`config.mk`:
```
export PLATFORM = sky130hd
export DESIGN_NAME = dsr_diag_port
export DESIGN_NICKNAME = d
export VERILOG_FILES = /design/src/rtl/dsr_pkg.sv /design/src/rtl/dsr_pin_sync.sv /design/src/rtl/dsr_fail_reg.sv /design/src/rtl/dsr_shift_engine.sv /design/src/rtl/dsr_time_dec.sv /design/src/rtl/dsr_diag_port.sv
export SDC_FILE = /design/constraint.sdc
export NUM_CORES = 1
export LEC_CHECK = 0
export BUFFER_PORTS_ARGS = -buffer_cell sky130_fd_sc_hd__buf_2
export CORE_ASPECT_RATIO = 2
export CORE_UTILIZATION = 46
export CTS_BUF_LIST = sky130_fd_sc_hd__clkbuf_2 sky130_fd_sc_hd__clkbuf_4 sky130_fd_sc_hd__clkbuf_8
export DETAILED_ROUTE_END_ITERATION = 8
export PLACE_DENSITY = 0.67
export SLEW_MARGIN = 25
export SYNTH_ARGS = -nofsm -noshare
export SYNTH_HDL_FRONTEND = slang
export SYNTH_SLANG_ARGS = --single-unit
```
`constraint.sdc`:
```
create_clock -name clk_i -period 1.6 [get_ports clk_i]
set_input_delay 0.24 -clock clk_i [delete_from_list [all_inputs] [get_ports clk_i]]
set_output_delay 0.24 -clock clk_i [all_outputs]
set_load 0.02 [all_outputs]
```
`src/rtl/dsr_pkg.sv`:
```
package dsr_pkg;
  localparam int DSR_T1_W      = 3;
  localparam int DSR_T2_W      = 5;
  localparam int DSR_T1_BASE   = 192;
  localparam int DSR_T1_STEP   = 32;
  localparam int DSR_T2_STEP   = 2;
  localparam int DSR_TIME_W    = 10;

  typedef enum int {
    PIN_CSN = 0,
    PIN_SCK = 1,
    PIN_SDI = 2
  } pin_idx_e;
  localparam int DSR_NPIN = 3;

  typedef struct packed {
    logic start;
    logic stop;
    logic rise;
    logic fall;
  } spi_evt_t;
endpackage

```
`src/rtl/dsr_pin_sync.sv`:
```
module dsr_pin_sync #(
  parameter int          N       = 3,
  parameter logic [N-1:0] RST_VAL = '0
) (
  input  logic         clk_i,
  input  logic         rst_ni,
  input  logic [N-1:0] pin_i,
  output logic [N-1:0] lvl_o
);
  logic [N-1:0] meta_q;
  logic [N-1:0] lvl_q;

  for (genvar g = 0; g < N; g++) begin : g_bit
    always_ff @(posedge clk_i or negedge rst_ni) begin
      if (!rst_ni) begin
        meta_q[g] <= RST_VAL[g];
        lvl_q[g]  <= RST_VAL[g];
      end else begin
        meta_q[g] <= pin_i[g];
        lvl_q[g]  <= meta_q[g];
      end
    end
  end

  assign lvl_o = lvl_q;
endmodule

```
`src/rtl/dsr_fail_reg.sv`:
```
module dsr_fail_reg #(
  parameter int W = 8
) (
  input  logic         clk_i,
  input  logic         rst_ni,
  input  logic         clr_i,
  input  logic [W-1:0] fault_i,
  output logic [W-1:0] fail_o
);
  logic [W-1:0] fail_q, fail_d;

  always_comb begin
    fail_d = clr_i ? '0 : fail_q;
    fail_d = fail_d | fault_i;
  end

  always_ff @(posedge clk_i or negedge rst_ni) begin
    if (!rst_ni) fail_q <= '0;
    else         fail_q <= fail_d;
  end

  assign fail_o = fail_q;

  // bits already set survive any cycle without a clear
  p_sticky_r9: assert property (@(posedge clk_i) disable iff (!rst_ni)
    !clr_i |=> ((fail_q & $past(fail_q)) == $past(fail_q)));
  // after a clear only the faults of that cycle remain
  p_clear_r10: assert property (@(posedge clk_i) disable iff (!rst_ni)
    clr_i |=> ((fail_q & ~$past(fault_i)) == '0));
  // a fault is never lost, clear or not
  p_fault_kept_r11: assert property (@(posedge clk_i) disable iff (!rst_ni)
    (fault_i != '0) |=> ((fail_q & $past(fault_i)) == $past(fault_i)));
endmodule

```
`src/rtl/dsr_shift_engine.sv`:
```
module dsr_shift_engine #(
  parameter int W = 8
) (
  input  logic         clk_i,
  input  logic         rst_ni,
  input  logic         load_i,
  input  logic         rise_i,
  input  logic         fall_i,
  input  logic         sdi_i,
  input  logic [W-1:0] par_i,
  output logic         sdo_o,
  output logic         clr_o,
  output logic [W-1:0] word_o,
  output logic         full_o
);
  localparam int CNT_MAX = W + 1;
  localparam int CNT_W   = $clog2(CNT_MAX + 1);

  logic [W-1:0]     sh_q, sh_d;
  logic             sdo_q, sdo_d;
  logic [CNT_W-1:0] cnt_q, cnt_d;
  logic             first_q, first_d;

  always_comb begin
    sh_d    = sh_q;
    sdo_d   = sdo_q;
    cnt_d   = cnt_q;
    first_d = first_q;
    if (load_i) begin
      sh_d    = par_i;
      sdo_d   = par_i[W-1];
      cnt_d   = '0;
      first_d = 1'b1;
    end else begin
      if (rise_i) begin
        sdo_d   = sh_q[W-1];
        first_d = 1'b0;
      end
      if (fall_i) begin
        sh_d = {sh_q[W-2:0], sdi_i};
        if (cnt_q != CNT_W'(CNT_MAX)) cnt_d = cnt_q + 1'b1;
      end
    end
  end

  always_ff @(posedge clk_i or negedge rst_ni) begin
    if (!rst_ni) begin
      sh_q    <= '0;
      sdo_q   <= 1'b0;
      cnt_q   <= '0;
      first_q <= 1'b0;
    end else begin
      sh_q    <= sh_d;
      sdo_q   <= sdo_d;
      cnt_q   <= cnt_d;
      first_q <= first_d;
    end
  end

  assign sdo_o  = sdo_q;
  assign clr_o  = rise_i & first_q & ~load_i;
  assign word_o = sh_q;
  assign full_o = (cnt_q == CNT_W'(W));

  // output bit moves only on a load or a rising serial edge
  p_sdo_hold_r4: assert property (@(posedge clk_i) disable iff (!rst_ni)
    !(load_i || rise_i) |=> $stable(sdo_q));
  // a falling edge brings the sampled input into the low bit
  p_rx_shift_r5: assert property (@(posedge clk_i) disable iff (!rst_ni)
    (fall_i && !load_i) |=> (sh_q[0] == $past(sdi_i)));
  // every frame starts its edge count from zero
  p_cnt_restart_r8: assert property (@(posedge clk_i) disable iff (!rst_ni)
    load_i |=> (cnt_q == '0));
endmodule

```
`src/rtl/dsr_time_dec.sv`:
```
module dsr_time_dec #(
  parameter int T1_W    = 3,
  parameter int T2_W    = 5,
  parameter int T1_BASE = 192,
  parameter int T1_STEP = 32,
  parameter int T2_STEP = 2,
  parameter int TIME_W  = 10
) (
  input  logic                 clk_i,
  input  logic                 rst_ni,
  input  logic                 apply_i,
  input  logic [T1_W+T2_W-1:0] word_i,
  output logic [TIME_W-1:0]    t1_us_o,
  output logic [TIME_W-1:0]    t2_us_o
);
  localparam int T1_MAX = T1_BASE + T1_STEP * ((1 << T1_W) - 1);

  logic [T1_W-1:0] t1c_q, t1c_d;
  logic [T2_W-1:0] t2c_q, t2c_d;

  always_comb begin
    t1c_d = t1c_q;
    t2c_d = t2c_q;
    if (apply_i) begin
      t1c_d = word_i[T1_W-1:0];
      t2c_d = word_i[T1_W+T2_W-1:T1_W];
    end
  end

  always_ff @(posedge clk_i or negedge rst_ni) begin
    if (!rst_ni) begin
      t1c_q <= '0;
      t2c_q <= '0;
    end else begin
      t1c_q <= t1c_d;
      t2c_q <= t2c_d;
    end
  end

  always_comb begin
    t1_us_o = TIME_W'(T1_BASE) + TIME_W'(T1_STEP) * TIME_W'(t1c_q);
    t2_us_o = TIME_W'(T2_STEP) * TIME_W'(t2c_q);
  end

  // stored codes change only on an accepted frame
  p_code_hold_r8: assert property (@(posedge clk_i) disable iff (!rst_ni)
    !apply_i |=> ($stable(t1c_q) && $stable(t2c_q)));
  // base interval stays in its legal span
  p_t1_span_r6: assert property (@(posedge clk_i) disable iff (!rst_ni)
    (int'(t1_us_o) >= T1_BASE) && (int'(t1_us_o) <= T1_MAX));
endmodule

```
`src/rtl/dsr_diag_port.sv`:
```
module dsr_diag_port
  import dsr_pkg::*;
#(
  parameter int T1_W    = DSR_T1_W,
  parameter int T2_W    = DSR_T2_W,
  parameter int T1_BASE = DSR_T1_BASE,
  parameter int T1_STEP = DSR_T1_STEP,
  parameter int T2_STEP = DSR_T2_STEP,
  parameter int TIME_W  = DSR_TIME_W
) (
  input  logic                   clk_i,
  input  logic                   rst_ni,
  input  logic                   csn_pin_i,
  input  logic                   sck_pin_i,
  input  logic                   sdi_pin_i,
  input  logic [T1_W+T2_W-1:0]   fault_i,
  output logic                   sdo_o,
  output logic                   sdo_oe_o,
  output logic [TIME_W-1:0]      t1_us_o,
  output logic [TIME_W-1:0]      t2_us_o
);
  localparam int W = T1_W + T2_W;
  localparam logic [DSR_NPIN-1:0] PIN_IDLE = 3'b001;

  // reset: asserted asynchronously, released on the clock
  logic rst_meta_q, rst_n_q;
  always_ff @(posedge clk_i or negedge rst_ni) begin
    if (!rst_ni) begin
      rst_meta_q <= 1'b0;
      rst_n_q    <= 1'b0;
    end else begin
      rst_meta_q <= 1'b1;
      rst_n_q    <= rst_meta_q;
    end
  end

  logic [DSR_NPIN-1:0] pins, lvl;
  assign pins = {sdi_pin_i, sck_pin_i, csn_pin_i};

  dsr_pin_sync #(.N(DSR_NPIN), .RST_VAL(PIN_IDLE)) u_sync (
    .clk_i  (clk_i),
    .rst_ni (rst_n_q),
    .pin_i  (pins),
    .lvl_o  (lvl)
  );

  logic csn_prv_q, csn_prv_d, sck_prv_q, sck_prv_d;
  always_comb begin
    csn_prv_d = lvl[PIN_CSN];
    sck_prv_d = lvl[PIN_SCK];
  end
  always_ff @(posedge clk_i or negedge rst_n_q) begin
    if (!rst_n_q) begin
      csn_prv_q <= 1'b1;
      sck_prv_q <= 1'b0;
    end else begin
      csn_prv_q <= csn_prv_d;
      sck_prv_q <= sck_prv_d;
    end
  end

  spi_evt_t evt;
  logic     in_frame;
  always_comb begin
    in_frame  = ~csn_prv_q & ~lvl[PIN_CSN];
    evt.start = csn_prv_q & ~lvl[PIN_CSN];
    evt.stop  = ~csn_prv_q & lvl[PIN_CSN];
    evt.rise  = in_frame & lvl[PIN_SCK] & ~sck_prv_q;
    evt.fall  = in_frame & ~lvl[PIN_SCK] & sck_prv_q;
  end

  logic [W-1:0] fail_word, rx_word;
  logic         clr, full, sdo_bit;

  dsr_fail_reg #(.W(W)) u_fail (
    .clk_i   (clk_i),
    .rst_ni  (rst_n_q),
    .clr_i   (clr),
    .fault_i (fault_i),
    .fail_o  (fail_word)
  );

  dsr_shift_engine #(.W(W)) u_shift (
    .clk_i  (clk_i),
    .rst_ni (rst_n_q),
    .load_i (evt.start),
    .rise_i (evt.rise),
    .fall_i (evt.fall),
    .sdi_i  (lvl[PIN_SDI]),
    .par_i  (fail_word),
    .sdo_o  (sdo_bit),
    .clr_o  (clr),
    .word_o (rx_word),
    .full_o (full)
  );

  dsr_time_dec #(
    .T1_W(T1_W), .T2_W(T2_W), .T1_BASE(T1_BASE),
    .T1_STEP(T1_STEP), .T2_STEP(T2_STEP), .TIME_W(TIME_W)
  ) u_dec (
    .clk_i   (clk_i),
    .rst_ni  (rst_n_q),
    .apply_i (evt.stop & full),
    .word_i  (rx_word),
    .t1_us_o (t1_us_o),
    .t2_us_o (t2_us_o)
  );

  assign sdo_oe_o = ~csn_prv_q;
  assign sdo_o    = sdo_oe_o & sdo_bit;

  // frame start puts the top failure bit on an enabled output
  p_sdo_start_r3: assert property (@(posedge clk_i) disable iff (!rst_n_q)
    evt.start |=> (sdo_oe_o && (sdo_o == $past(fail_word[W-1]))));
  // a release with a wrong clock count leaves the intervals alone
  p_short_frame_r8: assert property (@(posedge clk_i) disable iff (!rst_n_q)
    (evt.stop && !full) |=> ($stable(t1_us_o) && $stable(t2_us_o)));
  // the clear strobe only fires inside a frame
  p_clr_in_frame_r10: assert property (@(posedge clk_i) disable iff (!rst_n_q)
    clr |-> in_frame);
endmodule

```
-- Word-level counts from Yosys, hierarchy flattened
Index checks and enable logic that the tools add are counted.
- add/sub/neg operators: 2
- equal/unequal tests: 2
- muxes and demuxes: 10
- bitwise gates (word level): 17
- reduce and logical (&&, ||, !) cells: 4
- operators with widths (kind ; number):
    $mux W8 ; 3
    $mux W4 ; 3
    $and A1 B1 Y1 ; 11
    $add A8 B8 Y9 const A ; 1
    $or A8 B8 Y8 ; 1
    $reduce_bool A2 Y1 ; 3
    $not A1 Y1 ; 5
    $add A4 B1 Y4 const B ; 1
    $eq A4 B4 Y1 const B ; 1
    $mux W1 ; 4
    $ne A4 B4 Y1 const B ; 1
    $reduce_and A2 Y1 ; 1
- register bits: 40
- input bits: 13
- output and inout port bits: 22
- word-level logic and storage cells: 52

-- Longest topological paths before layout
Gate-level depths: netlist of run 1.
- depth after elaboration: 8
- gate-level depth with buffers: 5
- mapped depth without buffers: 4

-- Cells and area by module
Synthesis of run 1 repeated with hierarchy kept, for this count alone.
- cells, all modules: 140
- area total of the unflattened synthesis: 1740.4 um^2
- modules (own cells, without submodules) (module ; times used ; cells an instance ; area an instance (um^2) ; seq. area each (um^2)):
    dsr_shift_engine ; 1 ; 71 ; 720.7 ; 350.3
    dsr_time_dec ; 1 ; 35 ; 452.9 ; 200.2
    dsr_fail_reg ; 1 ; 17 ; 264.0 ; 200.2
    dsr_pin_sync ; 1 ; 6 ; 152.6 ; 152.6
    dsr_diag_port ; 1 ; 11 ; 150.1 ; 101.3

-- Least setup slack after synthesis of run 1
OpenSTA, ideal clock, no wires.
- kind: register to register
- from: reg csn_prv_q
- to: reg u_dec.t1c_q[0]
- library setup time: 0.125 ns
- data arrival time: 1.225 ns
- required time: 1.475 ns
- slack: 0.250 ns
- cell stages (with the launch flop): 4
- buffers on the path: 0
- clock period less this slack: 1.350 ns
- cell sequence: dfstp_2 inv_1 nand4_2 mux2_2
- word-level cells in the longest chain between the ends: 3
- ends and longest elaborated chain (element ; RTL line ; source):
    start, declared ; dsr_diag_port.sv:47 ; logic csn_prv_q, csn_prv_d, sck_prv_q, sck_prv_d;
    start signal, assigned ; dsr_diag_port.sv:57 ; csn_prv_q <= csn_prv_d;
    $not A1 Y1 ; - ;
    net sdo_oe_o ; dsr_diag_port.sv:18 ; output logic sdo_oe_o,
    $and A1 B1 Y1 ; dsr_diag_port.sv:67 ; evt.stop = ~csn_prv_q & lvl[PIN_CSN];
    $and A1 B1 Y1 ; dsr_diag_port.sv:103 ; .apply_i (evt.stop & full),
    end signal, assigned ; dsr_time_dec.sv:35 ; t1c_q <= t1c_d;
    end, declared ; dsr_time_dec.sv:18 ; logic [T1_W-1:0] t1c_q, t1c_d;
The timed path passes the listed nets, and every way through them passes these cells.
A chain may end at the register's enable or synchronous reset.

-- Final worst setup path of run 1
- from: reg u_sync.lvl_q[0], in the netlist u_sync.lvl_o[0]
- to: reg u_shift.cnt_q[1]
- word-level cells in the longest chain between the ends: 6
- elaborated cells on any way between the ends: 9
- classes of those cells: mux (1); bitwise (5); reduce/logical (3)
- ends and longest elaborated chain (element ; RTL line ; source):
    start, declared ; dsr_pin_sync.sv:11 ; logic [N-1:0] lvl_q;
    start signal, assigned by index ; dsr_pin_sync.sv:17 ; lvl_q[g] <= RST_VAL[g];
    start signal, assigned by index ; dsr_pin_sync.sv:20 ; lvl_q[g] <= meta_q[g];
    $not A1 Y1 * ; dsr_diag_port.sv:65, dsr_diag_port.sv:66 ;
    $and A1 B1 Y1 ; dsr_diag_port.sv:65 ; in_frame = ~csn_prv_q & ~lvl[PIN_CSN];
    $and A1 B1 Y1 (2 in series) ; dsr_diag_port.sv:69 ; evt.fall = in_frame & ~lvl[PIN_SCK] & sck_prv_q;
    $reduce_bool A2 Y1 (no line) ; - ;
    $reduce_and A2 Y1 (no line) ; - ;
    end signal, assigned ; dsr_shift_engine.sv:55 ; cnt_q <= cnt_d;
    end, declared ; dsr_shift_engine.sv:21 ; logic [CNT_W-1:0] cnt_q, cnt_d;
Mark *: on every way between the ends. The rest lies on a longest branch, timed or not.

==> results.py, run 1 <==
metrics = {
    "power": {
        "total_leakage_power_nw": 0.944,
        "switching_share_pct": 22.7,
        "internal-power_mw": 1.63,
        "powerDensity_nw_per_um2": 1070,
        "pwr-share-seq_pct": 53.4,
        "power_switching_uw": 477,
        "combPwrFrac_pct": 8.0,
        "vdd_ir_drop_max_mv": 0.753,
        "p_total_mw": 2.10,
        "p_clk_share_pct": 38.5,
    },
    "setup_path": {
        "r2r_slack_ns": 0.14,
        "crit_path_end_kind": "flop",
        "reg2reg_to": "u_shift.cnt_q[1]",
        "worstPathRequired_ns": 1.78,
        "worst_setup_path_start_kind": "flop",
        "critPathMaxFanout": 7,
        "critPathKind": "reg -> reg",
        "worstPathArrival_ns": 1.64,
        "r2r_start": "u_sync.lvl_o[0]",
        "ff2ff_path_depth": 3,
    },
    "worst_hold_path": {
        "hold_depth": 1,
        "worstHoldEndpoint": "u_sync.meta_q[0]",
        "min_from": "csn_pin_i",
        "hold_path_class": "in -> reg",
    },
    "status": {
        "status": "completed",
    },
    "global_routing": {
        "grt_pass1_wl_mm": 4.57,
        "antenna_found_initial": 0,
        "grt_pass1_vias": 1022,
        "grt_max_degree": 19,
        "grt.total_usage_pct": 16.5,
        "overflow": 0,
    },
    "die": {
        "start_util_pct": 48.9,
        "die_w_um": 44.9,
        "ioPinCount": 35,
        "dieArea_um2": 3940,
        "rows": 30,
        "dieHeight_um": 87.7,
        "coreArea_um2": 3450,
    },
    "final_layout": {
        "diodes": 0,
        "layout_common_cells": "dfrtp_1 (37), buf_2 (23), conb_1 (12)",
        "layout.cells.non_filler": 213,
        "final_common_cell": "dfrtp_1",
        "seq_area_um2": 1000,
        "num-nets-final": 181,
        "final_area_um2": 1970,
        "num-fill-cells": 315,
        "multi_input_area_um2": 586,
        "layout-drive-gt1-share_pct": 30.9,
        "syn_to_final_growth_pct": 16.4,
    },
    "timing": {
        "slew_headroom_pct": 66.5,
        "fin_worst_skew_ns": 0.00457,
        "finalHoldViolations": 0,
        "setup-tns-final_ns": 0,
        "tightest_slew_ns": 0.503,
        "hold_ws_ns": 0.0524,
        "max_freq_mhz": 684,
        "finalMaxSlewViolations": 0,
        "setup_viol": 0,
        "post-route-min-period_ns": 1.46,
        "rsz0062_at_grt": "no",
        "post-route-period-util_pct": 91.4,
    },
    "cts": {
        "post_cts_buffers": 0,
        "clk_latency_ns": 0.29,
        "ctsResizeCount": 0,
        "clockBufferDepth": 2,
        "numCtsBuffers": 5,
        "cts.sinks": 40,
        "ctsHtreeMaxLevel": 2,
        "tritoncts": "done",
        "cts.clk_slew.worst_paths_ns": 0.07,
        "clockRootBuffer": "clkbuf_8",
    },
    "route": {
        "drtIter0Drc": 25,
        "drt_pre_antenna_iters": 4,
        "drc": 0,
        "routedWlPerCell_um": 12.8,
        "wirelength_mm": 2.73,
        "vias": 1015,
        "viasPerCell": 4.77,
        "drtAntennaViolNets": 0,
    },
    "logic_synthesis": {
        "yosys.cell_types.count": 25,
        "syn_avg_cell_area_um2": 12.7,
        "ys_seq_area_share_pct": 59.4,
        "ys.warnings.count": 0,
        "synthCells": 133,
        "synth_area_um2": 1690,
        "synth_seq_cells": 40,
    },
    "placed_design": {
        "gp_congestion": 0.709,
        "place.port_buffers": 23,
        "dp_hpwl_mm": 2.10,
        "placed_area_um2": 1850,
        "placed_cells": 204,
    },
    "flow_run": {
        "maxCapViolCount": 0,
    },
}
[worst max path at each step]
stage	startpoint	end	slack, ns	cells after the start
CTS	u_sync.lvl_o[0]	u_shift.cnt_q[1]	0.11	3
finish	u_sync.lvl_o[0]	u_shift.cnt_q[1]	0.14	3
detailed placement	u_sync.lvl_o[0]	u_shift.cnt_q[1]	0.13	3
global route	u_sync.lvl_o[1]	u_fail.fail_o[0]	0.03	3
global placement	u_sync.lvl_o[0]	u_shift.word_o[7]	0.16	4
floorplan	csn_prv_q	u_dec.t1c_q[0]	0.25	3
[through the flow]
| stage | utilization [%] | setup slack (ns) |
|---|---|---|
| finish | 57.0 | 0.138 |
| detailed placement | 53.4 | 0.132 |
| global route | 57.0 | 0.0294 |
| floorplan | - | 0.250 |
| CTS | 57.0 | 0.115 |
| global placement | 53.4 | 0.157 |
[logic make-up (layout without fill, tap and decap cells)]
kind of cell    count (synthesis)  after routing  synth area share [%]
compound gates                 22             22                  8.81
other cells                     2             12                 0.444
buf+inv                        23             45                  8.14
flops                          40             40                  59.4
simple gates                   22             22                  7.55
mux                            19             19                  12.1
xor+xnor                        1              1                 0.518
fa+ha+maj                       4              4                  2.96
[cell type report]
class	count	area share, %
Sequential cell	40	51.1
Multi-Input combinational cell	80	29.8
Timing Repair Buffer	29	8.91
Clock buffer	6	3.88
Tap cell	48	3.05
Clock inverter	2	1.78
Inverter	8	1.53
[registers in the layout, indices dropped and copies added, names as in the netlist]
register,count
u_shift.cnt_q,4
u_fail.fail_o,8
u_shift.sdo_o,1
u_shift.first_q,1
rst_n_q,1
u_sync.meta_q,3
u_shift.word_o,8
u_dec.t1c_q,3
sck_prv_q,1
u_sync.lvl_o,3
rst_meta_q,1
csn_prv_q,1
u_dec.t2c_q,5
[what timing repair did]
item	CTS	global route
endpoints found under the setup margin	0	0
hold endpoints to repair	2	0
hold buffers	1	0
[cells in the mapped netlist]
cell / count / share of area (%)
dfrtp_1: 37 / 55
conb_1: 2 / 0.44
buf_2: 2 / 0.59
xor2_1: 1 / 0.52
a221o_1: 1 / 0.59
nand2_1: 9 / 2.0
nor4b_2: 1 / 0.89
nor2b_1: 3 / 1.1
nand3_1: 2 / 0.59
o21ai_0: 9 / 2.7
nand4_2: 1 / 0.74
nor2_1: 1 / 0.22
dfstp_2: 3 / 4.7
mux2_4: 1 / 0.89
inv_1: 8 / 1.8
nor3b_1: 2 / 0.89
mux2_2: 8 / 5.3
ha_1: 4 / 3.0
nand2b_1: 3 / 1.1
a21o_1: 8 / 3.6
buf_4: 13 / 5.8
a22oi_1: 2 / 0.89
mux2i_1: 10 / 5.9
o2bb2ai_1: 1 / 0.52
a21bo_2: 1 / 0.59
[metal layers]
layer / global-route usage [%] / routed length (um) / up-vias
met4: 8.26 / 63 / 0
met3: 4.95 / 83 / 5
li1: - / - / 483
met5: 0 / 0 / -
met1: 19.1 / 1070 / 508
met2: 26.9 / 1510 / 19
[power groups by stage]
stage                     Combinational, mW  Sequential, mW  Clock [mW]
after CTS                             0.172            1.12       0.829
after floorplan                       0.130            1.14           0
final                                 0.169            1.12       0.810
after global placement                0.160            1.14           0
after detailed placement              0.168            1.14           0
after global routing                  0.192            1.13       0.875
[critical path, cell delays in order (launching register included)]
cell     delay, ns
dfstp_2       0.41
nor4b_2       0.33
a21bo_2       0.31
mux2_4        0.30
Power figures use the tool's default switching activity.
==> run 2, diff against run 1 <==
--- a/config.mk
+++ b/config.mk
@@ -5,12 +5,13 @@
 export SDC_FILE = /design/constraint.sdc
 export NUM_CORES = 1
 export LEC_CHECK = 0
-export BUFFER_PORTS_ARGS = -buffer_cell sky130_fd_sc_hd__buf_2
 export CORE_ASPECT_RATIO = 2
 export CORE_UTILIZATION = 46
 export CTS_BUF_LIST = sky130_fd_sc_hd__clkbuf_2 sky130_fd_sc_hd__clkbuf_4 sky130_fd_sc_hd__clkbuf_8
 export DETAILED_ROUTE_END_ITERATION = 8
-export PLACE_DENSITY = 0.67
+export DONT_BUFFER_PORTS = 1
+export HOLD_SLACK_MARGIN = 0.03
+export PLACE_DENSITY = 0.59
 export SLEW_MARGIN = 25
 export SYNTH_ARGS = -nofsm -noshare
 export SYNTH_HDL_FRONTEND = slang
==> run 2 against run 1 <==
Count of clock-buffer cells in the layout up 2. Largest power group unchanged. Clock power down 12%. Critical endpoint is now t1_us_o[7]. Largest cell class unchanged. Clock skew up 0.0031 ns. Via count down 6.7%.
==> results.py, run 2 (synthesized netlist as in run 1, its figures left out) <==
metrics = {
    "cts": {
        "numCtsBuffers": 5,
        "clk_latency_ns": 0.29,
        "post_cts_buffers": 0,
        "tritoncts": "done",
        "cts.sinks": 40,
        "clockRootBuffer": "clkbuf_8",
        "cts.clk_slew.worst_paths_ns": 0.08,
        "ctsHtreeMaxLevel": 2,
        "clockBufferDepth": 2,
    },
    "final_layout": {
        "syn_to_final_growth_pct": 12.4,
        "fin_util_pct": 55.0,
        "num-nets-final": 165,
        "num-fill-cells": 313,
        "diodes": 0,
        "final_area_um2": 1900,
        "layout-drive-gt1-share_pct": 19.5,
        "layout_common_cells": "dfrtp_1 (37), conb_1 (12), mux2i_1 (10)",
        "final_common_cell": "dfrtp_1",
    },
    "die": {
        "start_util_pct": 48.9,
        "coreArea_um2": 3450,
        "rows": 30,
        "dieArea_um2": 3940,
        "ioPinCount": 35,
        "dieHeight_um": 87.7,
        "die_w_um": 44.9,
    },
    "setup_path": {
        "crit_path_end_kind": "primary output",
        "worst_setup_path_start_kind": "flop",
        "critPathKind": "reg -> out",
        "critPathMaxFanout": 2,
        "ff2ff_path_depth": 3,
        "worstPathRequired_ns": 1.36,
        "worstPathArrival_ns": 1.26,
    },
    "power": {
        "power_switching_uw": 470,
        "combPwrFrac_pct": 8.3,
        "vdd_ir_drop_max_mv": 0.687,
        "powerDensity_nw_per_um2": 1050,
        "total_leakage_power_nw": 0.863,
        "switching_share_pct": 23.5,
        "p_total_mw": 2.00,
        "pwr-share-seq_pct": 56.2,
        "internal-power_mw": 1.53,
        "p_clk_share_pct": 35.5,
    },
    "timing": {
        "fin_worst_skew_ns": 0.00766,
        "post-route-min-period_ns": 1.50,
        "post-route-period-util_pct": 94.0,
        "rsz0062_at_grt": "no",
        "setup-tns-final_ns": 0,
        "setup_viol": 0,
        "finalHoldViolations": 0,
        "max_freq_mhz": 665,
        "finalMaxSlewViolations": 0,
    },
    "worst_hold_path": {
        "hold_path_class": "in -> reg",
        "hold_depth": 1,
    },
    "route": {
        "vias": 947,
        "drc": 0,
        "drt_pre_antenna_iters": 3,
        "routedWlPerCell_um": 14.2,
        "drtAntennaViolNets": 0,
        "wirelength_mm": 2.79,
        "drtIter0Drc": 13,
        "viasPerCell": 4.81,
    },
    "placed_design": {
        "gp_congestion": 0.746,
        "placed_area_um2": 1720,
        "dp_hpwl_mm": 2.03,
        "place.port_buffers": 0,
    },
    "global_routing": {
        "overflow": 0,
        "antenna_found_initial": 0,
        "grt_max_degree": 39,
        "grt_pass1_wl_mm": 4.55,
        "grt.total_usage_pct": 16.7,
        "grt_pass1_vias": 965,
    },
    "status": {
        "status": "completed",
    },
    "flow_run": {
        "maxCapViolCount": 0,
    },
}
run 2: cell types whose count changed in the layout (fill, tap and decap cells not counted), sizes merged:
cell | previous run | this run
dlygate4sd3 | 1 | 8
clkinv | 1 | 0
bufinv | 1 | 0
clkbuf | 6 | 8
buf | 28 | 5
run 2: critical path: stages (launching register included):
cell	delay (ns)
dfrtp_1	0.38
inv_1	0.18
ha_1	0.26
inv_1	0.15
run 2: worst paths after layout:
path	startpoint	end	slack (ns)
max in group asynchronous	rst_n_q	u_sync.meta_q[0]	0.96
min reg2reg	rst_n_q	u_fail.fail_o[2]	0.28
max reg2reg	u_sync.lvl_o[0]	u_fail.fail_o[4]	0.15
min in group asynchronous	rst_ni	rst_n_q	0.17
min	fault_i[7]	u_fail.fail_o[7]	0.03
max	u_dec.t1c_q[1]	t1_us_o[7]	0.1
run 2: final cells by class:
cell class / count / area (um2) / area share (%)
Clock buffer: 8 / 97.6 / 5.13
Timing Repair Buffer: 13 / 118 / 6.19
Tap cell: 48 / 60.1 / 3.16
Sequential cell: 40 / 1000 / 52.9
Multi-Input combinational cell: 80 / 591 / 31.1
Inverter: 8 / 30.0 / 1.58
run 2: metal layers:
metal	routed length [um]	share of wire [%]	vias up	GRT usage [%]
li1	-	-	450	-
met1	1080	39	474	18.3
met2	1540	55	17	27.7
met3	93	3.3	6	4.12
met4	72	2.6	0	10.7
met5	0	0	-	0
run 2: power groups by stage:
stage          Clock, mW  Combinational, mW  Sequential (mW)
5_1_grt            0.768              0.188             1.13
2_1_floorplan          0              0.130             1.14
3_3_place_gp           0              0.147             1.14
3_5_place_dp           0              0.149             1.14
6_report           0.710              0.165             1.12
4_1_cts            0.729              0.158             1.12
run 2: per-stage QoR:
step	cells	hold WS (ns)	worst slack [ns]
floorplan	143	-0.0556	0.250
global placement	181	-0.0555	0.112
detailed placement	181	-0.0555	0.103
CTS	193	0.0302	0.0798
global route	197	0.0339	0.0238
finish	197	0.0345	0.0967
run 2: repair_timing:
item / in CTS / in global routing
endpoints found under the hold margin: 5 / 4
setup endpoints to repair: 0 / 4
hold buffers: 4 / 4
resized for setup: 0 / 1
